### src/rtl/phy_cfg_pkg.sv
// Shared constants and types for the indirect PHY register access engine.
// Assumes the three trio registers share one page (same address bits 15:9).
package phy_cfg_pkg;
    localparam logic [15:0] TRIO_CTL  = 16'h80A0;
    localparam logic [15:0] TRIO_ADDR = 16'h80A1;
    localparam logic [15:0] TRIO_DATA = 16'h80A2;
    localparam int BUSY_BIT  = 0;
    localparam int START_BIT = 0;
    localparam int WRITE_BIT = 1;
    localparam int PAGE_LSB  = 9;

    typedef enum logic [1:0] {ST_IDLE, ST_PAGE, ST_ACCESS, ST_GAP} seq_state_t;
    typedef enum logic [2:0] {
        STEP_POLL_PRE, STEP_SET_ADDR, STEP_SET_DATA,
        STEP_START, STEP_POLL_POST, STEP_FETCH
    } seq_step_t;
endpackage

### src/rtl/phy_cfg_addr_map.sv
// Splits a PHY register address into the page word and the window byte offset.
// Assumes DEV_W + AW - PAGE_LSB <= BUS_AW and PAGE_LSB + 2 <= BUS_AW.
module phy_cfg_addr_map
    import phy_cfg_pkg::*;
#(
    parameter int DEV_W  = 5,
    parameter int AW     = 16,
    parameter int BUS_AW = 12
) (
    input  logic [DEV_W-1:0]  dev,
    input  logic [AW-1:0]     reg_addr,
    output logic [BUS_AW-1:0] page_word,
    output logic [BUS_AW-1:0] offset
);
    localparam int PW = DEV_W + AW - PAGE_LSB;
    localparam int OW = PAGE_LSB + 2;

    logic [PW-1:0] page_full;
    logic [OW-1:0] ofs_full;

    // Page word: device above the upper address bits; offset: word-aligned low bits.
    always_comb begin
        page_full = {dev, reg_addr[AW-1:PAGE_LSB]};
        ofs_full  = {reg_addr[PAGE_LSB-1:0], 2'b00};
    end

    assign page_word = BUS_AW'(page_full);
    assign offset    = BUS_AW'(ofs_full);
endmodule

### src/rtl/phy_cfg_gap.sv
// Pause timer between busy polls: expired rises on the GAP_CYCLES-th cycle of run.
// Assumes GAP_CYCLES >= 1 and that run drops for at least one cycle between pauses.
module phy_cfg_gap #(
    parameter int GAP_CYCLES = 250
) (
    input  logic clk,
    input  logic rst_n,
    input  logic run,
    output logic expired
);
    localparam int CW = (GAP_CYCLES < 2) ? 1 : $clog2(GAP_CYCLES + 1);

    logic [CW-1:0] cnt;

    // Count cycles while running, clear otherwise.
    always_ff @(posedge clk) begin
        if (!rst_n)   cnt <= '0;
        else if (run) cnt <= cnt + 1'b1;
        else          cnt <= '0;
    end

    assign expired = run && (cnt == CW'(GAP_CYCLES - 1));
endmodule

### src/rtl/phy_cfg_seq.sv
// Sequencer: walks each request through page write / window access pairs,
// busy polling with pauses and a bounded poll count. Assumes bus_rdata is
// valid in the cycle bus_re is high and that DW >= BUS_AW.
module phy_cfg_seq
    import phy_cfg_pkg::*;
#(
    parameter int DEV_W       = 5,
    parameter int LANE_W      = 2,
    parameter int AW          = 16,
    parameter int DW          = 16,
    parameter int BUS_AW      = 12,
    parameter int LANE_STRIDE = 256,
    parameter int MAX_POLLS   = 1000,
    parameter logic [BUS_AW-1:0] WINDOW_OFS = 12'h800
) (
    input  logic              clk,
    input  logic              rst_n,
    input  logic              req_valid,
    input  logic              req_write,
    input  logic [DEV_W-1:0]  req_dev,
    input  logic [LANE_W-1:0] req_lane,
    input  logic [AW-1:0]     req_addr,
    input  logic [DW-1:0]     req_wdata,
    output logic              done,
    output logic              timeout,
    output logic [DW-1:0]     rdata,
    output logic              gap_run,
    input  logic              gap_expired,
    output logic [DEV_W-1:0]  cur_dev,
    output logic [AW-1:0]     cur_reg,
    input  logic [BUS_AW-1:0] page_word,
    input  logic [BUS_AW-1:0] offset,
    output logic [BUS_AW-1:0] bus_addr,
    output logic              bus_we,
    output logic              bus_re,
    output logic [DW-1:0]     bus_wdata,
    input  logic [DW-1:0]     bus_rdata
);
    localparam int LANE_SHIFT = $clog2(LANE_STRIDE);
    localparam int PCW = $clog2(MAX_POLLS + 1);

    seq_state_t       state;
    seq_step_t        step, step_next;
    logic             is_write_q;
    logic [DEV_W-1:0] dev_q;
    logic [AW-1:0]    target_q;
    logic [DW-1:0]    wdata_q;
    logic [PCW-1:0]   polls;
    logic             acc_rd, is_poll, finish, busy;
    logic [DW-1:0]    acc_val;

    // Decode the current step: trio register, direction and outgoing value.
    always_comb begin
        cur_reg = TRIO_CTL;
        acc_val = '0;
        acc_rd  = 1'b1;
        case (step)
            STEP_SET_ADDR: begin cur_reg = TRIO_ADDR; acc_val = target_q; acc_rd = 1'b0; end
            STEP_SET_DATA: begin cur_reg = TRIO_DATA; acc_val = wdata_q;  acc_rd = 1'b0; end
            STEP_START: begin
                acc_rd = 1'b0;
                acc_val[START_BIT] = 1'b1;
                acc_val[WRITE_BIT] = is_write_q;
            end
            STEP_FETCH: cur_reg = TRIO_DATA;
            default: ;
        endcase
    end

    // Step ordering after a successful access.
    always_comb begin
        step_next = STEP_FETCH;
        case (step)
            STEP_POLL_PRE:  step_next = STEP_SET_ADDR;
            STEP_SET_ADDR:  step_next = is_write_q ? STEP_SET_DATA : STEP_START;
            STEP_SET_DATA:  step_next = STEP_START;
            STEP_START:     step_next = STEP_POLL_POST;
            default:        step_next = STEP_FETCH;
        endcase
    end

    assign is_poll = (step == STEP_POLL_PRE) || (step == STEP_POLL_POST);
    assign finish  = (step == STEP_FETCH) || (step == STEP_START && is_write_q);
    assign busy    = bus_rdata[BUSY_BIT];
    assign cur_dev = dev_q;
    assign gap_run = (state == ST_GAP);

    // Drive the register bus from the state: page write, then the access.
    always_comb begin
        bus_we    = 1'b0;
        bus_re    = 1'b0;
        bus_addr  = '0;
        bus_wdata = '0;
        if (state == ST_PAGE) begin
            bus_we    = 1'b1;
            bus_addr  = WINDOW_OFS;
            bus_wdata = DW'(page_word);
        end else if (state == ST_ACCESS) begin
            bus_addr  = offset;
            bus_we    = !acc_rd;
            bus_re    = acc_rd;
            bus_wdata = acc_rd ? '0 : acc_val;
        end
    end

    // Main sequencer: capture, page/access pairs, busy pauses, completion.
    always_ff @(posedge clk) begin
        if (!rst_n) begin
            state      <= ST_IDLE;
            step       <= STEP_POLL_PRE;
            is_write_q <= 1'b0;
            dev_q      <= '0;
            target_q   <= '0;
            wdata_q    <= '0;
            polls      <= '0;
            done       <= 1'b0;
            timeout    <= 1'b0;
            rdata      <= '0;
        end else begin
            done    <= 1'b0;
            timeout <= 1'b0;
            case (state)
                ST_IDLE: if (req_valid) begin
                    is_write_q <= req_write;
                    dev_q      <= req_dev;
                    target_q   <= req_addr + (AW'(req_lane) << LANE_SHIFT);
                    wdata_q    <= req_wdata;
                    step       <= STEP_POLL_PRE;
                    polls      <= '0;
                    state      <= ST_PAGE;
                end
                ST_PAGE: state <= ST_ACCESS;
                ST_ACCESS: begin
                    if (is_poll && busy) begin
                        if (polls == PCW'(MAX_POLLS - 1)) begin
                            done    <= 1'b1;
                            timeout <= 1'b1;
                            rdata   <= '0;
                            state   <= ST_IDLE;
                        end else begin
                            polls <= polls + 1'b1;
                            state <= ST_GAP;
                        end
                    end else if (finish) begin
                        done  <= 1'b1;
                        rdata <= is_write_q ? '0 : bus_rdata;
                        state <= ST_IDLE;
                    end else begin
                        step  <= step_next;
                        polls <= '0;
                        state <= ST_PAGE;
                    end
                end
                ST_GAP: if (gap_expired) state <= ST_PAGE;
                default: state <= ST_IDLE;
            endcase
        end
    end


    strobe_excl_chk: assert property (@(posedge clk) disable iff (!rst_n)
        !(bus_we && bus_re));

    page_before_access_chk: assert property (@(posedge clk) disable iff (!rst_n)
        ((bus_we || bus_re) && bus_addr != WINDOW_OFS) |->
            $past(bus_we && bus_addr == WINDOW_OFS));

    done_single_chk: assert property (@(posedge clk) disable iff (!rst_n)
        done |=> !done);

    timeout_with_done_chk: assert property (@(posedge clk) disable iff (!rst_n)
        timeout |-> done);

    poll_bound_chk: assert property (@(posedge clk) disable iff (!rst_n)
        polls < PCW'(MAX_POLLS));

    reset_quiet_chk: assert property (@(posedge clk) disable iff (!rst_n)
        $past(!rst_n) |-> (!done && !bus_we && !bus_re));
endmodule

### src/rtl/phy_cfg_access.sv
// Top: indirect PHY register access engine. Joins the sequencer, the address
// splitter and the poll pause timer. Assumes a single-cycle register bus slave.
module phy_cfg_access #(
    parameter int DEV_W       = 5,
    parameter int LANE_W      = 2,
    parameter int AW          = 16,
    parameter int DW          = 16,
    parameter int BUS_AW      = 12,
    parameter int LANE_STRIDE = 256,
    parameter int POLL_GAP    = 250,
    parameter int MAX_POLLS   = 1000,
    parameter logic [BUS_AW-1:0] WINDOW_OFS = 12'h800
) (
    input  logic              clk,
    input  logic              rst_n,
    input  logic              req_valid,
    input  logic              req_write,
    input  logic [DEV_W-1:0]  req_dev,
    input  logic [LANE_W-1:0] req_lane,
    input  logic [AW-1:0]     req_addr,
    input  logic [DW-1:0]     req_wdata,
    output logic              done,
    output logic              timeout,
    output logic [DW-1:0]     rdata,
    output logic [BUS_AW-1:0] bus_addr,
    output logic              bus_we,
    output logic              bus_re,
    output logic [DW-1:0]     bus_wdata,
    input  logic [DW-1:0]     bus_rdata
);
    logic              gap_run, gap_expired;
    logic [DEV_W-1:0]  cur_dev;
    logic [AW-1:0]     cur_reg;
    logic [BUS_AW-1:0] page_word, offset;

    phy_cfg_seq #(
        .DEV_W(DEV_W), .LANE_W(LANE_W), .AW(AW), .DW(DW), .BUS_AW(BUS_AW),
        .LANE_STRIDE(LANE_STRIDE), .MAX_POLLS(MAX_POLLS), .WINDOW_OFS(WINDOW_OFS)
    ) seq_i (
        .clk(clk), .rst_n(rst_n),
        .req_valid(req_valid), .req_write(req_write), .req_dev(req_dev),
        .req_lane(req_lane), .req_addr(req_addr), .req_wdata(req_wdata),
        .done(done), .timeout(timeout), .rdata(rdata),
        .gap_run(gap_run), .gap_expired(gap_expired),
        .cur_dev(cur_dev), .cur_reg(cur_reg),
        .page_word(page_word), .offset(offset),
        .bus_addr(bus_addr), .bus_we(bus_we), .bus_re(bus_re),
        .bus_wdata(bus_wdata), .bus_rdata(bus_rdata)
    );

    phy_cfg_addr_map #(.DEV_W(DEV_W), .AW(AW), .BUS_AW(BUS_AW)) map_i (
        .dev(cur_dev), .reg_addr(cur_reg), .page_word(page_word), .offset(offset)
    );

    phy_cfg_gap #(.GAP_CYCLES(POLL_GAP)) gap_i (
        .clk(clk), .rst_n(rst_n), .run(gap_run), .expired(gap_expired)
    );
endmodule

### config.mk
export PLATFORM = sky130hd
export DESIGN_NAME = phy_cfg_access
export DESIGN_NICKNAME = d
export VERILOG_FILES = /design/src/rtl/phy_cfg_pkg.sv /design/src/rtl/phy_cfg_addr_map.sv /design/src/rtl/phy_cfg_gap.sv /design/src/rtl/phy_cfg_seq.sv /design/src/rtl/phy_cfg_access.sv
export SDC_FILE = /design/constraint.sdc
export NUM_CORES = 1
export LEC_CHECK = 0
export ABC_AREA = 0
export BUFFER_PORTS_ARGS = -buffer_cell sky130_fd_sc_hd__buf_2
export CAP_MARGIN = 10
export CORE_MARGIN = 2
export CORE_UTILIZATION = 40
export CTS_CLUSTER_SIZE = 40
export DETAILED_ROUTE_END_ITERATION = 8
export GPL_TIMING_DRIVEN = 0
export PLACE_DENSITY = 0.71
export SLEW_MARGIN = 15
export SYNTH_ARGS = -nofsm -noshare
export SYNTH_HDL_FRONTEND = slang
export SYNTH_HIERARCHICAL = 1
export SYNTH_SLANG_ARGS = --single-unit
### constraint.sdc
create_clock -name clk -period 2.9 [get_ports clk]
set_input_delay 0 -clock clk [delete_from_list [all_inputs] [get_ports clk]]
set_output_delay 0 -clock clk [all_outputs]
set_load 0.1 [all_outputs]
# Word level (Yosys, flattened, before mapping)
# Index checks and enable logic that the tools add are counted.
# word_totals
inputBits	59
reg_bits	79
out_inout_bits	48
word_cells	87
# classes
n_eq_ne	17
reduce_logical	19
muxes	37
addsub	3
# op_table
operator	n
two-way mux 16 bit	7
two-way mux 10 bit	5
case mux 14 bit (2 select lines)	1
case mux 10 bit (2 select lines)	1
adder 16 x 10 -> 16 bit	1
two-way mux 12 bit	1
case mux 3 bit (4 select lines)	1
adder 10 x 1 -> 10 bit, second input constant	1
== test 10 bit, second input constant	1
two-way mux 1 bit	10
!= test 2 bit, second input constant	5
two-way mux 3 bit	3
adder 8 x 1 -> 8 bit, second input constant	1
== test 8 bit, second input constant	1
two-way mux 2 bit	4
case mux 2 bit (4 select lines)	1
AND reduction 2 bit	4
AND reduction 4 bit	2
== test 3 x 2 -> 1 bit, second input constant	2
== test 3 bit, second input constant	2
!= test 3 bit, second input constant	2
case mux 2 bit (3 select lines)	1
case mux 3 bit (2 select lines)	1
AND reduction 3 bit	2
other kinds (11)	16

# Longest topological paths before layout
# Gate-level depths: netlist (run 1).
# depth
word_depth	6
ltp_mapped	8
ltp_nobuf	8

# Cells and area by module
# Netlist (run 1), hierarchy kept.
# modules_own_cells
module	instances	cells_per_inst	area_per_inst_um2	seq_area_each_um2
phy_cfg_seq	1	442	3554.7	1421.4
phy_cfg_gap	1	37	327.8	160.2
phy_cfg_addr_map	1	25	183.9	0.0

# Worst setup path after synthesis (run 1)
# Ideal clock, no wire load.
# synth_path
kind	reg-to-output
startpoint	reg seq_i.state[0]
endpoint	out bus_wdata[9]
path_stages_with_launch	8
t_required_ns	2.900
setup_slack_ns	-0.567
n_path_buf	2
t_arrival_ns	3.467
cell_sequence	dfxtp_1 -> inv_1 -> ha_1 -> buf_2 -> nor2b_1 -> nand2_1 -> clkbuf_1 -> o21ai_0
# synth_via
elab_chain_cells	3
elab_cells_between_ends	4
cone_classes	2 x eq/ne; 2 x mux
# synth_rtl
element	line	text
start: declaration	phy_cfg_seq.sv:42	seq_state_t state;
start signal: assignment	phy_cfg_seq.sv:109	state <= ST_IDLE;
start signal: assignment	phy_cfg_seq.sv:130	state <= ST_PAGE;
start signal: assignment	phy_cfg_seq.sv:132	ST_PAGE: state <= ST_ACCESS;
== test 2 bit	phy_cfg_seq.sv:98	end else if (state == ST_ACCESS) begin
two-way mux 16 bit	phy_cfg_seq.sv:98	
two-way mux 16 bit (*)	phy_cfg_seq.sv:94	if (state == ST_PAGE) begin
end: declaration	phy_cfg_access.sv:28	output logic [DW-1:0] bus_wdata,
# Mark *: on every way between the ends. The rest lies on a longest branch, timed or not.

# Final worst setup path (run 1)
# layout_path
startpoint	reg seq_i.state[0]
endpoint	out bus_wdata[8]
# Same word-level chain as after synthesis.

==> impl_metrics.tcl, run 1 <==
set metrics [dict create \
    status "finished clean" \
    worstPathCellList "inv_1 -> ha_1 -> buf_2 -> nor2b_2 -> nand2_1 -> clkbuf_1 -> o21ai_1 -> buf_4" \
    timing.max_cap.violations 0 \
    p_sw_share_pct 33.6 \
    ff2ff_path_depth 7 \
    timing.rr.end "seq_i/rdata[12]$_SDFFE_PN0P_" \
    endpoint "bus_wdata[8]" \
    viasPerCell 4.99 \
    powerDensity_nw_per_um2 482 \
    start_kind "flip-flop" \
    leakagePower_nw 2.32 \
    fin_cells 815 \
    cp_num_buf_inv 4 \
    firstDrtPassIters 5 \
    p_sw_w 0.000893 \
    yosysTopAreaCell "dfxtp_1" \
    synth_flop_cell "dfxtp_1" \
    synth_top_area_share_pct 38.9 \
    async_flop_share_pct 0 \
    place_congestion 0.888 \
    clkLatencyLatePin_ns 0.36 \
    critPathTopFamily "buffers and inverters" \
    drive_above_1_share_pct 25.4 \
    drt_iter0_drc 216 \
    maxSlewViolCount 0 \
    postLayoutCoreUtil_pct 56.1 \
    row_count 36 \
    vias 4067 \
    cts_buffers 9 \
    rr_startpoint "seq_i/state[0]$_SDFFE_PN0P_" \
    p_int_w 0.00176 \
    critical_path_class "reg -> out" \
    drcViolationCount 0 \
    synthCells 504 \
    worstHoldPathType "in -> reg" \
    grt.total_usage_pct 20.5 \
    seq_area_frac_synth_pct 38.9 \
    max_freq_ghz 0.370 \
    area_growth_pct 35.4 \
    clock_path_buffers 2 \
    wirelength_um 11200 \
    cts_root_buf "clkbuf_8" \
    die_w_um 105 \
    crit_required_ns 2.90 \
    synthDistinctLibCells 57 \
    routedWlPerCell_um 13.8 \
    regToRegSetupSlack_ns 0.80 \
    synth-edff-count 0 \
    cts_max_level 3 \
    io_pins 107 \
    synth_area_sq_um 4070 \
    antenna_found_initial 0 \
    skew_ns 0.0126 \
    grt_pass1_vias 4019 \
    grt_pass1_wl_um 18300 \
    cp.arrival_ns 2.71 \
    dp_hpwl_um 7720 \
    setup_viol 0 \
    initial_core_util_pct 41.4 \
    p_comb_share_pct 24.2 \
    layout.nets 746 \
    avgSynthCellArea_sq_um 8.07 \
    die_area_sq_um 11000 \
    max_stage_delay_ns 0.34 \
    synth_area_leaders "dfxtp_1 (39%), nand2_1 (9.1%), buf_4 (7.0%)" \
    total_power_w 0.00266 \
    seqPwrFrac_pct 44.2 \
    cts_sinks 79 \
    dp_slack_ns 0.368 \
    period_needed_ns 2.71 \
    final.period_utilization_pct 93.3 \
    rsz0062_at_grt "no" \
    ys_seq_elements 79 \
    grt_max_degree 16 \
    cp_max_fo 10 \
    overflow 0 \
    fin_ws_ns 0.195 \
    tightestPinTransition_ns 0.967 \
    slew_headroom_pct 36.0 \
    dp_cells 750 \
    clk_pin_slew_ns 0.09 \
    hold_viol_final 0 \
    path_depth 8 \
    ir_drop_mv 0.275 \
    diodes 0 \
    crit_slowest_cell "dfxtp_1" \
    portBuffers 99 \
    die_y_um 105 \
    core_area_sq_um 9820 \
    crit_start "seq_i/state[0]$_SDFFE_PN0P_" \
    antenna_left 0 \
    cp-end-kind "primary output" \
    clkPwrFrac_pct 31.6 \
    synth.yosys.warnings 6 \
    cts_tree "done" \
    holdWs_ns 0.0216 \
]
repair_timing:
item,in CTS,in global routing
gates resized for setup,3,8
endpoints found under the setup margin,3,10
endpoints found under the hold margin,49,0
pin swaps,0,0
setup buffers,0,0
hold buffers,49,0
power groups by stage:
| stage | Sequential, W | Clock [W] | Combinational (W) |
|---|---|---|---|
| after floorplan | 0.00119 | 0 | 0.000443 |
| after global placement | 0.00120 | 0 | 0.000571 |
| after detailed placement | 0.00120 | 0 | 0.000580 |
| after CTS | 0.00117 | 0.000858 | 0.000633 |
| after global routing | 0.00118 | 0.000903 | 0.000695 |
| final | 0.00117 | 0.000839 | 0.000643 |
tightest hold or removal path, delay by kind of cell:
| family | cells | cell delay [ns] |
|---|---|---|
| and+or+nand+nor | 1 | 0.17 |
| AOI/OAI and AO/OA | 1 | 0.11 |
| buffers and inverters | 1 | 0.08 |
cell type report:
cell class,instances,area (sq um)
Fill cell,897,4310
Multi-Input combinational cell,362,2100
Sequential cell,79,1580
Timing Repair Buffer,148,1010
Buffer,68,407
Tap cell,133,166
Clock buffer,9,124
Clock inverter,7,80.1
Inverter,9,33.8
worst min path at each step:
| stage | from | to | depth (start not counted) |
|---|---|---|---|
| after detailed placement | bus_rdata[9] | seq_i/rdata[9]$_SDFFE_PN0P_ | 2 |
| after floorplan | bus_rdata[0] | seq_i/rdata[0]$_SDFFE_PN0P_ | 1 |
| after CTS | req_addr[10] | seq_i/target_q[10]$_SDFFE_PN0P_ | 4 |
| after global routing | bus_rdata[15] | seq_i/rdata[15]$_SDFFE_PN0P_ | 3 |
| after global placement | bus_rdata[8] | seq_i/rdata[8]$_SDFFE_PN0P_ | 2 |
| final | bus_rdata[15] | seq_i/rdata[15]$_SDFFE_PN0P_ | 3 |
through the flow:
step                      TNS (ns)  area [sq um]
final                            0          5510
after global routing             0          5510
after CTS                        0          5490
after detailed placement         0          4790
after global placement           0          4790
after floorplan              -1.88          4120
placed cells by master, fill, tap and decap left out, types with 4 or more instances in the layout:
| cell | count |
|---|---|
| a22o_1 | 15 |
| nand4_1 | 4 |
| nand3_1 | 14 |
| clkbuf_8 | 9 |
| buf_2 | 96 |
| nor2b_1 | 5 |
| ha_1 | 9 |
| a22oi_1 | 15 |
| o21ai_1 | 7 |
| dlygate4sd3_1 | 49 |
| conb_1 | 17 |
| o211ai_1 | 4 |
| dfxtp_1 | 79 |
| a21oi_1 | 45 |
| a211oi_1 | 4 |
| inv_1 | 8 |
| buf_4 | 41 |
| or3_1 | 8 |
| clkbuf_1 | 23 |
| nand2_1 | 99 |
| nor3_1 | 5 |
| xnor2_1 | 5 |
| clkbuf_4 | 7 |
| nor2_1 | 28 |
| and2_1 | 13 |
| o21ai_0 | 13 |
state kept, by name, indices dropped and copies added, names as in the netlist:
register          count
seq_i/rdata          16
seq_i/wdata_q        16
seq_i/state           2
seq_i/done            1
gap_i/cnt             8
seq_i/target_q       16
seq_i/step            3
seq_i/is_write_q      1
seq_i/polls          10
seq_i/cur_dev         5
seq_i/timeout         1
per-layer routing:
metal | part of all wire, % | GRT usage, % | vias to the layer above
met5 | 0 | 0 | -
met4 | 1.5 | 7.33 | 0
met3 | 6.6 | 4.05 | 18
met2 | 49 | 36.2 | 171
met1 | 42 | 24.5 | 1839
li1 | - | - | 2039
Yosys cell counts, drive strengths merged (3+ instances only):
cell / n
a211oi: 4
a21oi: 45
a22o: 15
a22oi: 15
and2: 13
buf: 45
clkbuf: 23
conb: 3
dfxtp: 79
ha: 9
inv: 9
mux2i: 3
nand2: 99
nand3: 14
nand4: 5
nor2: 28
nor2b: 6
nor3: 8
nor4: 4
o211ai: 4
o21ai: 20
o22ai: 3
o31ai: 3
or3: 8
xnor2: 5
xor2: 3
kinds of logic (layout without fill, tap and decap cells):
kind of cell	after synthesis	count (layout)	share of synthesized area, %
mux	4	4	1.02
buf+inv	77	241	10.8
xor+xnor	8	8	1.72
flops	79	79	38.9
simple gates	202	202	25.0
other cells	3	17	0.277
fa+ha+maj	10	10	3.26
compound gates	121	121	19.0
(Power assumes the default switching activity.)
==> run 2, diff against run 1 <==
--- a/config.mk
+++ b/config.mk
@@ -14,7 +14,8 @@
 export DETAILED_ROUTE_END_ITERATION = 8
 export GPL_TIMING_DRIVEN = 0
 export PLACE_DENSITY = 0.71
-export SLEW_MARGIN = 15
+export REMOVE_ABC_BUFFERS = 1
+export SLEW_MARGIN = 20
 export SYNTH_ARGS = -nofsm -noshare
 export SYNTH_HDL_FRONTEND = slang
 export SYNTH_HIERARCHICAL = 1
==> run 2 against run 1 <==
Net effect: worst hold slack gained 0.028 ns; non-clock buffer count down 66; register-to-register slack lost 0.50 ns; core utilization fell by 4.0 points; sequential share of layout area up 2.2 points; largest cell class unchanged; sequential power is essentially flat.
==> impl_metrics.tcl, run 2 (synthesized netlist as in run 1, its figures left out) <==
set metrics [dict create \
    die_w_um 105 \
    drive_above_1_share_pct 21.5 \
    dp_hpwl_um 6690 \
    worstHoldPathType "in -> reg" \
    ir_drop_mv 0.278 \
    fin_area_sq_um 5110 \
    grt_use_met2_pct 33.1 \
    initial_core_util_pct 41.4 \
    cp.arrival_ns 2.66 \
    period_needed_ns 2.66 \
    met3_usage_pct 4.55 \
    row_count 36 \
    cp-end-kind "primary output" \
    reg_top3 "seq_i/rdata (16), seq_i/target_q (16), seq_i/wdata_q (16)" \
    clock_path_buffers 2 \
    leakagePower_nw 2.07 \
    wirelength_um 10800 \
    grt_pass1_vias 3764 \
    postLayoutCoreUtil_pct 52.1 \
    placed_area_sq_um 4420 \
    powerDensity_nw_per_um2 497 \
    drcViolationCount 0 \
    die_area_sq_um 11000 \
    met1_usage_pct 24.5 \
    p_int_w 0.00171 \
    seqPwrFrac_pct 46.1 \
    max_freq_ghz 0.376 \
    routedWlPerCell_um 14.4 \
    die_y_um 105 \
    cts_sinks 79 \
    critical_path_class "reg -> out" \
    io_pins 107 \
    fin_cells 749 \
    viasPerCell 5.16 \
    p_comb_share_pct 23.3 \
    grt.total_usage_pct 19.5 \
    grt-busiest-layer "met2" \
    skew_ns 0.00974 \
    cts_buffers 9 \
    final.period_utilization_pct 91.7 \
    fillers 904 \
    p_sw_share_pct 32.6 \
    antenna_left 0 \
    ff2ff_path_depth 5 \
    clkLatencyLatePin_ns 0.34 \
    cts_max_level 3 \
    cts_root_buf "clkbuf_8" \
    fin_ws_ns 0.242 \
    rsz0062_at_grt "no" \
    dp_slack_ns -0.166 \
    slew_headroom_pct 25.7 \
    clk_pin_slew_ns 0.08 \
    area_growth_pct 25.7 \
    layout.nets 680 \
    place_congestion 0.801 \
    setup_viol 0 \
    antenna_found_initial 1 \
    layout_common_cells "buf_2 (98), nand2_1 (97), dfxtp_1 (79)" \
    firstDrtPassIters 5 \
    grt_max_degree 43 \
    holdWs_ns 0.0495 \
    vias 3862 \
    core_area_sq_um 9820 \
    crit_required_ns 2.90 \
    dp_cells 683 \
    cp_max_fo 17 \
    mostFrequentLayoutCell "buf_2" \
    regToRegSetupSlack_ns 0.30 \
    p_sw_w 0.000829 \
    timing.max_cap.violations 0 \
    portBuffers 99 \
    tightestPinTransition_ns 1.11 \
    hold_viol_final 0 \
    start_kind "flip-flop" \
    drt_iter0_drc 319 \
    whs_path_depth 3 \
    maxSlewViolCount 0 \
    status "finished clean" \
    overflow 0 \
    cts_tree "done" \
    clkPwrFrac_pct 30.6 \
    grt_pass1_wl_um 17700 \
]
## run 2: changes by cell type in the layout (fill, tap and decap cells not counted), sizes merged
cell,change
inv,-2
clkbuf,-27
dlygate4sd3,+1
diode,+1
clkinvlp,-1
buf,-38
## run 2: path summary, 6_finish.rpt
kind,start,to
max reg2reg,seq_i/state[0]$_SDFFE_PN0P_,seq_i/rdata[12]$_SDFFE_PN0P_
min reg2reg,seq_i/cur_dev[2]$_SDFFE_PN0P_,seq_i/cur_dev[2]$_SDFFE_PN0P_
min,req_addr[12],seq_i/target_q[12]$_SDFFE_PN0P_
max,seq_i/state[1]$_SDFFE_PN0P_,bus_wdata[9]
## run 2: stage by stage
stage	TNS [ns]	total power, W
after floorplan	-5.40	0.00157
after global placement	-0.0398	0.00171
after detailed placement	-1.05	0.00173
after CTS	0	0.00256
after global routing	0	0.00267
final	0	0.00254
## run 2: critical path, stage by stage, from the launching register on
cell	delay (ns)
dfxtp_1	0.36
inv_1	0.08
ha_1	0.47
nor2b_4	0.36
nand2_2	0.29
o21ai_0	0.29
buf_2	0.47
## run 2: layout make-up
cell class              instances  area (sq um)  area share, %
diodes                          1          2.50         0.0489
clock buffers                  11           131           2.57
clock inverters                 4          47.5          0.930
inverters                       9          33.8          0.661
multi-input cells             362          2130           41.7
flip-flops and latches         79          1580           30.9
well taps                     133           166           3.26
repair buffers                150          1020           19.9
## run 2: power groups by stage
stage / sequential [W] / clock, W / combinational, W
after global placement: 0.00119 / 0 / 0.000513
after floorplan: 0.00119 / 0 / 0.000386
after detailed placement: 0.00120 / 0 / 0.000531
after CTS: 0.00117 / 0.000798 / 0.000588
final: 0.00117 / 0.000777 / 0.000593
after global routing: 0.00118 / 0.000847 / 0.000639
## run 2: routing by layer
metal  up-vias  part of all wire, %
li1       1907                    -
met4         0                  1.4
met5         -                    0
met2       114                   50
met1      1829                   43
met3        12                  4.7
## run 2: timing repair
action / in CTS / in global routing
pin swaps: 0 / 0
gates resized for setup: 3 / 1
endpoints found under the hold margin: 50 / 0
setup endpoints to repair: 16 / 1
hold buffers: 50 / 0
buffers inserted: 0 / 0
